### src/rtl/ssq_pkg.sv
package ssq_pkg;

  typedef enum logic [1:0] {
    SSQ_IDLE = 2'd0,
    SSQ_RAMP = 2'd1,
    SSQ_HOLD = 2'd2
  } ssq_state_e;

  // Code of staircase step k for a given full-scale code and step count.
  function automatic int ssq_level(input int k, input int steps, input int full);
    return (k * full) / steps;
  endfunction

endpackage

### src/rtl/ssq_tick_div.sv
// Counts STEP_TICKS clock ticks per staircase step while enabled.
module ssq_tick_div #(
  parameter int STEP_TICKS = 4
) (
  input  logic clk,
  input  logic rst,
  input  logic en_i,
  output logic step_o
);
  localparam int CW = (STEP_TICKS > 1) ? $clog2(STEP_TICKS) : 1;
  localparam logic [CW-1:0] LAST = CW'(STEP_TICKS - 1);

  logic [CW-1:0] cnt_q;

  assign step_o = en_i && (cnt_q == LAST);

  always_ff @(posedge clk) begin
    if (rst || !en_i) begin
      cnt_q <= '0;
    end else if (step_o) begin
      cnt_q <= '0;
    end else begin
      cnt_q <= cnt_q + 1'b1;
    end
  end
endmodule

### src/rtl/ssq_step_ctrl.sv
// Sequencer state and step index; exposes the next index for registered outputs.
module ssq_step_ctrl
  import ssq_pkg::*;
#(
  parameter int NUM_STEPS = 15,
  parameter int IW        = $clog2(NUM_STEPS + 1)
) (
  input  logic          clk,
  input  logic          rst,
  input  logic          start_i,
  input  logic          stop_i,
  input  logic          step_i,
  output logic          ramp_o,
  output logic [IW-1:0] idx_d_o
);
  localparam logic [IW-1:0] TOP = IW'(NUM_STEPS);

  ssq_state_e    state_q, state_d;
  logic [IW-1:0] idx_q, idx_d;

  always_comb begin
    state_d = state_q;
    idx_d   = idx_q;
    if (stop_i) begin
      state_d = SSQ_IDLE;
      idx_d   = '0;
    end else if (start_i) begin
      state_d = SSQ_RAMP;
      idx_d   = '0;
    end else if (state_q == SSQ_RAMP && step_i) begin
      idx_d = idx_q + 1'b1;
      if (idx_q + 1'b1 == TOP) begin
        state_d = SSQ_HOLD;
      end
    end
  end

  always_ff @(posedge clk) begin
    if (rst) begin
      state_q <= SSQ_IDLE;
      idx_q   <= '0;
    end else begin
      state_q <= state_d;
      idx_q   <= idx_d;
    end
  end

  assign ramp_o  = (state_q == SSQ_RAMP);
  assign idx_d_o = idx_d;
endmodule

### src/rtl/ssq_level_rom.sv
// Computed step-to-code lookup, one constant per step.
module ssq_level_rom
  import ssq_pkg::*;
#(
  parameter int CODE_W    = 8,
  parameter int NUM_STEPS = 15,
  parameter int IW        = $clog2(NUM_STEPS + 1)
) (
  input  logic [IW-1:0]     idx_i,
  output logic [CODE_W-1:0] level_o
);
  localparam int FULL = (1 << CODE_W) - 1;

  logic [CODE_W-1:0] lut [NUM_STEPS+1];

  for (genvar k = 0; k <= NUM_STEPS; k++) begin : g_lvl
    localparam int LV = ssq_level(k, NUM_STEPS, FULL);
    assign lut[k] = LV[CODE_W-1:0];
  end

  always_comb begin
    if (int'(idx_i) <= NUM_STEPS) begin
      level_o = lut[idx_i];
    end else begin
      level_o = CODE_W'(FULL);
    end
  end
endmodule

### src/rtl/ssq_min_sel.sv
// Lower of two setpoint codes (ORed comparator equivalent).
module ssq_min_sel #(
  parameter int CODE_W = 8
) (
  input  logic [CODE_W-1:0] a_i,
  input  logic [CODE_W-1:0] b_i,
  output logic [CODE_W-1:0] min_o
);
  assign min_o = (a_i < b_i) ? a_i : b_i;
endmodule

### src/rtl/ssq_softstart.sv
module ssq_softstart #(
  parameter int CODE_W     = 8,
  parameter int NUM_STEPS  = 15,
  parameter int STEP_TICKS = 4
) (
  input  logic              clk,
  input  logic              rst,
  input  logic              start_i,
  input  logic              stop_i,
  input  logic [CODE_W-1:0] fb_code_i,
  output logic [CODE_W-1:0] ss_code_o,
  output logic [CODE_W-1:0] limit_code_o,
  output logic              done_o
);
  localparam int IW = $clog2(NUM_STEPS + 1);
  localparam logic [IW-1:0] TOP = IW'(NUM_STEPS);

  logic              ramp;
  logic              tick_en;
  logic              step;
  logic [IW-1:0]     idx_d;
  logic [CODE_W-1:0] level_d;
  logic [CODE_W-1:0] limit_d;

  assign tick_en = ramp && !start_i && !stop_i;

  ssq_tick_div #(.STEP_TICKS(STEP_TICKS)) u_div (
    .clk    (clk),
    .rst    (rst),
    .en_i   (tick_en),
    .step_o (step)
  );

  ssq_step_ctrl #(.NUM_STEPS(NUM_STEPS), .IW(IW)) u_ctrl (
    .clk     (clk),
    .rst     (rst),
    .start_i (start_i),
    .stop_i  (stop_i),
    .step_i  (step),
    .ramp_o  (ramp),
    .idx_d_o (idx_d)
  );

  ssq_level_rom #(.CODE_W(CODE_W), .NUM_STEPS(NUM_STEPS), .IW(IW)) u_rom (
    .idx_i   (idx_d),
    .level_o (level_d)
  );

  ssq_min_sel #(.CODE_W(CODE_W)) u_min (
    .a_i   (level_d),
    .b_i   (fb_code_i),
    .min_o (limit_d)
  );

  always_ff @(posedge clk) begin
    if (rst) begin
      ss_code_o    <= '0;
      limit_code_o <= '0;
      done_o       <= 1'b0;
    end else begin
      ss_code_o    <= level_d;
      limit_code_o <= limit_d;
      done_o       <= (idx_d == TOP);
    end
  end
endmodule

### config.mk
export PLATFORM = sky130hd
export DESIGN_NAME = ssq_softstart
export DESIGN_NICKNAME = d
export VERILOG_FILES = /design/src/rtl/ssq_pkg.sv /design/src/rtl/ssq_tick_div.sv /design/src/rtl/ssq_step_ctrl.sv /design/src/rtl/ssq_level_rom.sv /design/src/rtl/ssq_min_sel.sv /design/src/rtl/ssq_softstart.sv
export SDC_FILE = /design/constraint.sdc
export NUM_CORES = 1
export LEC_CHECK = 0
export CAP_MARGIN = 20
export CORE_MARGIN = 3
export CORE_UTILIZATION = 41
export CTS_CLUSTER_DIAMETER = 50
export DETAILED_ROUTE_END_ITERATION = 8
export PLACE_DENSITY = 0.83
export SLEW_MARGIN = 20
export SYNTH_ARGS = -nofsm -noshare
export SYNTH_HDL_FRONTEND = slang
export SYNTH_SLANG_ARGS = --single-unit
### constraint.sdc
create_clock -name clk -period 2.8 [get_ports clk]
set_clock_uncertainty 0.15 [all_clocks]
set_input_delay 0.7 -clock clk [delete_from_list [all_inputs] [get_ports clk]]
set_output_delay 0.7 -clock clk [all_outputs]
set_load 0.01 [all_outputs]
==> metrics.cfg, run 1 <==
[timing]
finalSetupViolations=0
final.setup.tns_ns=0
final.period_utilization_pct=97.7
layout_min_cycle_time_ns=2.73
rsz0062_at_grt=yes
hold_violations=0
slew_headroom_pct=69.6
whs_ns=0.317
worst_pin_slew_ns=0.453
drv_slew=0
max_freq_ghz=0.366

[setup_path]
critPathLaunchType=register
worstPathRequired_ns=2.87
criticalPathCategory=reg2reg
r2r-start=u_div.cnt_q[0]
max_stage_delay_ns=0.49
crit_chain=ha_4, nand3b_1, nor2_1, a21oi_2, nor2_4, ha_4, inv_2, or4_4, a311o_1, and2_4, o31ai_1
crit_slowest_cell=or4_4
crit_top_cell=ha_4
critPathMaxFanout=8
worstPathArrival_ns=2.80
r2r_slack_ns=0.07
cp-end-kind=register
cp-startpoint=u_div.cnt_q[0]
reg2reg_to=limit_code_o[4]
crit_end=limit_code_o[4]
r2r_cells=11

[final_layout]
nNetsFinal=168
fin_cells=172
area_growth_pct=52.5
final_core_util_pct=69.2
diodes=0
drive_gt1_share_pct=24.1

[run_status]
status=completed

[yosys]
seq_area_frac_synth_pct=36.7
synth_seq_cells=17
syn_nets=127
synthCells=105
ys_types=31
syn_area_um2=927
synth_warnings=0
synth_area_per_cell_um2=8.83

[floorplan]
core-area_mm2=0.00204
die_h_um=53.6
dieArea_mm2=0.00287
fp-row-count=16
die_w_um=53.6
start_util_pct=45.4
pin_count=29

[clock_tree]
cts_max_level=1
cts.path.max_buffers=2
clock_sinks=17
cts_buffers=3
tritoncts=yes
clkTransAtPathRegs_ns=0.10
clock_latency_ns=0.29
clock-root-buffer=clkbuf_4

[pwr]
leakage_nw=0.606
power.total_w=0.000424
pwr-share-comb_pct=11.4
switchingPower_w=0.000100
intPower_w=0.000324
power_frac_seq_pct=57.2
clkPwrFrac_pct=31.5
power_density_mw_per_mm2=300
p_sw_share_pct=23.7
ir_drop_uv=327

[placed_design]
dp_cells=165
port_buffers=28
hpwl_um=1760
gp_congestion=0.818

[job]
drv_cap=0

[global_route]
grt_usage_pct=16.8
grt_max_degree=13
grt_pass1_wl_um=3420
antenna_found_initial=0
grt_overflow=0
grt_pass1_vias=847

[worst_hold_path]
min_path_type=reg2reg

[detailed_routing]
drc=0
vias=886
wl_per_cell_um=12.9
drtIter0Drc=17
detail_route.first_pass.iterations=5
vias_per_cell=5.15
antenna_left=0
totalWireLength_um=2220

-- worst max-delay path, delay by kind of cell, from the launching register on --
kind | cells | cell delay (ns)
AO/OA/AOI/OAI | 3 | 0.71
adder cells (fa/ha/maj) | 2 | 0.43
buffers and inverters | 1 | 0.03
flip-flops | 1 | 0.35
AND/OR/NAND/NOR | 5 | 1.00
-- how the worst min path moves through the flow --
stage,start,to,depth (start not counted)
after floorplan,u_div.cnt_q[0],u_div.cnt_q[0],1
after global placement,u_div.cnt_q[0],u_div.cnt_q[0],1
after detailed placement,u_div.cnt_q[0],u_div.cnt_q[0],1
after CTS,u_div.cnt_q[0],u_div.cnt_q[0],1
after global routing,u_div.cnt_q[0],u_div.cnt_q[0],1
final,u_div.cnt_q[0],u_div.cnt_q[0],1
-- registers in the layout, indices dropped and copies added (netlist names) --
name            flops
limit_code_o        8
ss_code_o           4
done_o              1
u_ctrl.state_q      2
u_div.cnt_q         2
-- cell type report --
| cell class | instances | area [µm²] |
|---|---|---|
| inverters | 13 | 48.8 |
| flip-flops and latches | 17 | 347 |
| repair buffers | 43 | 398 |
| clock buffers | 4 | 26.3 |
| well taps | 27 | 33.8 |
| multi-input cells | 68 | 561 |
| fillers | 168 | 628 |
-- cell usage in the layout, fill, tap and decap left out, drive strengths merged --
| master | count |
|---|---|
| or2 | 2 |
| nor3 | 5 |
| ha | 10 |
| clkbuf | 4 |
| nor2 | 7 |
| a21oi | 5 |
| xor2 | 1 |
| mux2i | 2 |
| o21ai | 1 |
| or4 | 1 |
| buf | 15 |
| clkdlybuf4s50 | 26 |
| xnor2 | 3 |
| dfxtp | 17 |
| nand3b | 1 |
| or3 | 2 |
| a21o | 2 |
| and2 | 2 |
| dlymetal6s2s | 2 |
| o31ai | 6 |
| nor4b | 1 |
| a311o | 1 |
| nand3 | 5 |
| a211oi | 2 |
| inv | 13 |
| nand4 | 2 |
| nor4 | 2 |
| nand2 | 2 |
| nand4b | 1 |
| nand2b | 2 |
-- cells in the mapped netlist --
library cell	n	share of area (%)
nor4_1	2	1.3
nand4_1	2	1.3
buf_4	4	3.2
nand2_1	2	0.81
or2_1	1	0.68
nor4b_1	1	0.94
a311o_1	1	1.1
a211oi_1	2	1.6
nor3_1	5	2.7
or3_1	2	1.3
clkbuf_1	2	0.81
nand3_1	5	2.7
and2_1	1	0.68
dfxtp_1	17	37
a21oi_1	5	2.7
buf_6	1	1.2
and2_4	1	0.94
nand2b_1	2	1.3
inv_1	13	5.3
nand3b_1	1	0.81
or4_1	1	0.81
mux2i_1	2	2.2
or2_2	1	0.68
o31ai_1	6	4.9
ha_1	10	13
nor2_1	7	2.8
xnor2_1	3	2.8
o21ai_0	1	0.54
a21o_1	2	1.6
xor2_1	1	0.94
nand4b_1	1	0.94
-- stage by stage --
stage	area (µm²)	setup slack [ns]
floorplan	967	-0.0416
CTS	1350	0.0131
global placement	1310	-0.280
finish	1410	0.0657
global route	1410	-0.0224
detailed placement	1310	-0.362
-- timing repair --
item,in CTS,in global routing
setup buffers,0,3
endpoints found under the setup margin,4,8
gates cloned,0,0
hold buffers,0,0
pin swaps,1,9
gates resized for setup,3,12
-- per-layer routing --
layer,GRT usage [%],wire (µm),vias up
met5,0,0,-
met1,17.0,892,399
met3,3.60,182,6
li1,-,-,445
met4,8.51,51,0
met2,32.0,1090,36
-- power groups by stage --
| stage | clock [W] | combinational [W] | sequential (W) |
|---|---|---|---|
| 5_1_grt | 0.000146 | 0.0000528 | 0.000243 |
| 3_5_place_dp | 0 | 0.0000463 | 0.000249 |
| 6_report | 0.000133 | 0.0000483 | 0.000243 |
| 2_1_floorplan | 0 | 0.0000189 | 0.000249 |
| 3_3_place_gp | 0 | 0.0000447 | 0.000249 |
| 4_1_cts | 0.000137 | 0.0000477 | 0.000243 |
-- kinds of logic (layout without fill, tap and decap cells) --
group	Yosys count	in the layout	share of synthesized area (%)
XOR/XNOR	4	4	3.78
adder cells (fa/ha/maj)	10	10	13.5
flip-flops	17	17	36.7
AO/OA/AOI/OAI	17	17	12.4
AND/OR/NAND/NOR	35	35	20.9
multiplexers	2	2	2.16
buffers and inverters	20	60	10.5
Power figures use the tool's default switching activity.
==> run 2: changes to the inputs <==
- CELL_PAD_IN_SITES_DETAIL_PLACEMENT: unset -> 0
- CELL_PAD_IN_SITES_GLOBAL_PLACEMENT: unset -> 1
- CORE_UTILIZATION: 41 -> 30
- PLACE_DENSITY: 0.83 -> 0.82
==> run 2 against run 1 <==
Compared with the run above: worst setup slack worse by 0.053 ns; power up 1.6%; non-clock buffer count rose by 3; first-iteration DRC count shrank 35%; hold slack got worse by 0.022 ns; final cell count grew 4.1%.
==> metrics.cfg, run 2 (same netlist as run 1, synthesis figures left out) <==
[run_status]
status=completed

[pwr]
ir_drop_uv=202
power.total_w=0.000431
power_density_mw_per_mm2=284
leakage_nw=0.630

[global_route]
antenna_found_initial=0
gr-usage-met2_pct=23.6
grt_pass1_wl_um=3740
grt_busiest_layer=met2
grt_overflow=0
grt_pass1_vias=850
grtUsageMet3_pct=3.35
met1_usage_pct=15.9
grt_usage_pct=13.5
grt_max_degree=13

[floorplan]
core-area_mm2=0.00285
die_w_um=61.6
die_h_um=61.6
fp-row-count=19
start_util_pct=32.5
pin_count=29
dieArea_mm2=0.00379

[setup_path]
r2r_cells=12
criticalPathCategory=reg2reg
critPathMaxFanout=8
worstPathArrival_ns=2.85
r2r_slack_ns=0.01
cp-end-kind=register
critPathLaunchType=register
reg2reg_to=limit_code_o[2]
r2r-start=u_div.cnt_q[0]
worstPathRequired_ns=2.86
cp-startpoint=u_div.cnt_q[0]
crit_end=limit_code_o[2]

[clock_tree]
clock_sinks=17
clock-root-buffer=clkbuf_4
ctsHoldBuffers=0
clock_latency_ns=0.29
cts_max_level=1
tritoncts=yes
clkTransAtPathRegs_ns=0.11
cts_buffers=3
cts.path.max_buffers=2

[final_layout]
layout_common_cells=clkdlybuf4s50_1, buf_4, inv_1, dfxtp_1, ha_1
diodes=0
top_register=limit_code_o
nNetsFinal=171
area_growth_pct=63.6
design_area_mm2=0.00152
top_regs=limit_code_o: 8 flops, ss_code_o: 4 flops
final_common_cell=clkdlybuf4s50_1
largest_register_ffs=8
drive_gt1_share_pct=33.8

[job]
drv_cap=0

[timing]
fin_ws_ns=0.0125
whs_ns=0.295
max_freq_ghz=0.359
worst_pin_slew_ns=0.329
drv_slew=0
hold_violations=0
final.period_utilization_pct=99.6
finalSetupViolations=0
layout_min_cycle_time_ns=2.79
rsz0062_at_grt=yes
slew_headroom_pct=77.9

[detailed_routing]
totalWireLength_um=2560
vias=897
drc=0
wl_per_cell_um=14.3
drtIter0Drc=11
antenna_left=0
vias_per_cell=5.01
detail_route.first_pass.iterations=4

[placed_design]
port_buffers=28
gp_congestion=0.851
dp_slack_ns=-0.376
hpwl_um=1910
dpl_cell_area_mm2=0.00133

[worst_hold_path]
min_path_type=reg2reg

-- run 2: cell types whose count changed in the layout (fill, tap and decap cells not counted), moves of 2 or more --
| cell | before | now |
|---|---|---|
| o31ai_1 | 5 | 3 |
| dfxtp_1 | 14 | 12 |
| o31ai_2 | 0 | 2 |
| dfxtp_2 | 2 | 5 |
| nor2_4 | 1 | 3 |
| buf_6 | 0 | 2 |
-- run 2: worst max-delay path, cell delays in order, from the launching register on --
cell and delay (ns):
dfxtp_2 0.35, ha_4 0.15, nand3b_1 0.18, buf_6 0.15, nor2_4 0.04, a21oi_4 0.14, nor2_4 0.06, ha_4 0.27
inv_2 0.02, or4_1 0.40, a311o_1 0.34, and2_4 0.21, o31ai_2 0.25
-- run 2: worst min path at each step --
stage / startpoint / end / slack, ns / cells past startpoint
6_report: u_div.cnt_q[0] / u_div.cnt_q[0] / 0.30 / 1
5_1_grt: u_div.cnt_q[0] / u_div.cnt_q[0] / 0.32 / 1
4_1_cts: u_div.cnt_q[0] / u_div.cnt_q[0] / 0.30 / 1
3_5_place_dp: u_div.cnt_q[0] / u_div.cnt_q[0] / 0.29 / 1
3_3_place_gp: u_div.cnt_q[0] / u_div.cnt_q[0] / 0.27 / 1
2_1_floorplan: u_div.cnt_q[0] / u_div.cnt_q[0] / 0.26 / 1
-- run 2: repair_timing --
action,in CTS,in global routing
setup buffers,0,4
setup endpoints to repair,4,8
gates resized for setup,3,27
pin swaps,2,12
-- run 2: stage by stage --
step           TNS (ns)  instances  util, %
6_report              0        179     53.2
4_1_cts         -0.0636        175     47.9
2_1_floorplan    -0.281        105        -
3_3_place_gp      -2.24        171     46.7
5_1_grt          -0.418        179     53.2
3_5_place_dp      -2.63        171     46.7
-- run 2: area by class of cell --
type,count,area (µm²)
Inverter,13,48.8
Tap cell,31,38.8
Fill cell,280,1340
Timing Repair Buffer,46,428
Sequential cell,17,347
Clock inverter,1,5.00
Clock buffer,3,22.5
Multi-Input combinational cell,68,627
-- run 2: where the power goes --
group | total [W] | internal [W] | switching, W
combinational | 0.0000502 | 0.0000272 | 0.0000230
clock | 0.000137 | 0.0000532 | 0.0000840
sequential | 0.000244 | 0.000243 | 0.000000896
-- run 2: layer usage --
layer	vias to the layer above	part of all wire, %	routed length, µm
met4	0	2.7	70
met3	8	6.5	167
li1	447	-	-
met2	31	49	1240
met1	411	42	1080
met5	-	0	0
==> run 3: changes to the inputs <==
- SETUP_SLACK_MARGIN: unset -> 0.1
==> run 3 against run 2 <==
Compared with the run above: critical endpoint is now limit_code_o[3]; via count down 0.56%; final cell count is the same; sequential share of layout area fell by 0.26 points; sequential power about the same; global-route usage up 0.26 points; the flow now finishes with violations (negative setup slack).
==> metrics.cfg, run 3 (same netlist as run 1, synthesis figures left out) <==
[final_layout]
largest_register_ffs=8
top_regs=limit_code_o: 8 flops, ss_code_o: 4 flops
final_common_cell=clkdlybuf4s50_1
top_register=limit_code_o
layout_common_cells=clkdlybuf4s50_1, buf_4, dfxtp_1
drive_gt1_share_pct=34.5
area_growth_pct=64.2
final_core_util_pct=53.4
nNetsFinal=171
diodes=0

[timing]
worst_pin_slew_ns=0.448
slew_headroom_pct=69.9
drv_slew=0
rsz0062_at_grt=yes
max_freq_ghz=0.355
finalSetupViolations=1
fin_ws_ns=-0.0162
final.period_utilization_pct=101
layout_min_cycle_time_ns=2.82
hold_violations=0

[global_route]
grt_pass1_wl_um=3820
grt_usage_pct=13.7
grt_max_degree=13
grt_overflow=0
antenna_found_initial=0
grt_pass1_vias=871

[floorplan]
start_util_pct=32.5
core-area_mm2=0.00285
pin_count=29
die_h_um=61.6
die_w_um=61.6
dieArea_mm2=0.00379
fp-row-count=19

[detailed_routing]
drc=0
totalWireLength_um=2470
drtIter0Drc=19
wl_per_cell_um=13.8
vias_per_cell=4.98
vias=892
detail_route.first_pass.iterations=4
antenna_left=0

[setup_path]
r2r-start=u_div.cnt_q[0]
critPathLaunchType=register
worstPathArrival_ns=2.87
critPathMaxFanout=7
r2r_cells=12
crit_end=limit_code_o[3]
reg2reg_to=limit_code_o[3]
r2r_slack_ns=-0.02
criticalPathCategory=reg2reg
cp-startpoint=u_div.cnt_q[0]
worstPathRequired_ns=2.86
cp-end-kind=register

[run_status]
violations=negative setup slack
status=finished, violations left

[placed_design]
hpwl_um=1910
gp_congestion=0.851
port_buffers=28
dp_slack_ns=-0.376

[pwr]
leakage_nw=0.609
power_density_mw_per_mm2=282
ir_drop_uv=181

[clock_tree]
cts_max_level=1
clock-root-buffer=clkbuf_4
cts_buffers=3
clkTransAtPathRegs_ns=0.11
tritoncts=yes
cts.path.max_buffers=2
clock_latency_ns=0.29
clock_sinks=17

[worst_hold_path]
min_path_type=reg2reg

[job]
drv_cap=0

-- run 3: critical path, stage by stage, from the launching register on --
cell	delay [ns]
dfxtp_2	0.35
ha_4	0.16
nand3b_1	0.19
nor2_1	0.09
a21oi_2	0.18
nor2_4	0.06
ha_4	0.27
inv_2	0.02
or4_1	0.40
a311o_1	0.34
and2_4	0.20
buf_4	0.14
o31ai_1	0.19
-- run 3: metal layers --
metal,track usage (%),share of wire [%],wire (µm)
met1,15.7,43,1050
met5,0,0,0
met2,23.6,48,1200
met3,3.98,7.8,193
met4,5.76,1.1,27
-- run 3: worst min path at each step --
stage / startpoint / endpoint / slack (ns) / depth (start not counted)
final: u_div.cnt_q[0] / u_div.cnt_q[0] / 0.30 / 1
after global routing: u_div.cnt_q[0] / u_div.cnt_q[0] / 0.32 / 1
after CTS: u_div.cnt_q[0] / u_div.cnt_q[0] / 0.31 / 1
after detailed placement: u_div.cnt_q[0] / u_div.cnt_q[0] / 0.29 / 1
after global placement: u_div.cnt_q[0] / u_div.cnt_q[0] / 0.27 / 1
after floorplan: u_div.cnt_q[0] / u_div.cnt_q[0] / 0.26 / 1
-- run 3: final cells by class --
cell class / count / area (µm²)
inverter: 13 / 48.8
clock inverter: 1 / 5.00
multi-input combinational: 68 / 651
sequential: 17 / 344
clock buffer: 3 / 22.5
fill: 280 / 1330
timing repair buffer: 46 / 413
tap: 31 / 38.8
-- run 3: through the flow --
stage	std cells	setup TNS [ns]	cell area [µm²]	hold slack [ns]	power, W
finish	179	-0.0162	1520	0.298	0.000429
detailed placement	171	-2.63	1330	0.286	0.000295
global route	179	-0.608	1520	0.320	0.000446
global placement	171	-2.24	1330	0.268	0.000294
CTS	176	0	1420	0.307	0.000429
floorplan	105	-0.281	967	0.255	0.000268
-- run 3: power breakdown --
| part | switching [W] | internal, W |
|---|---|---|
| clock | 0.0000814 | 0.0000531 |
| sequential | 0.000000948 | 0.000243 |
| combinational | 0.0000237 | 0.0000277 |
| total | 0.000106 | 0.000323 |
-- run 3: repair_timing --
item | in CTS | in global routing
hold buffers | 0 | 0
gates resized for setup | 14 | 14
pin swaps | 12 | 9
buffers inserted | 1 | 3
cloned | 0 | 0
endpoints found under the setup margin | 8 | 8
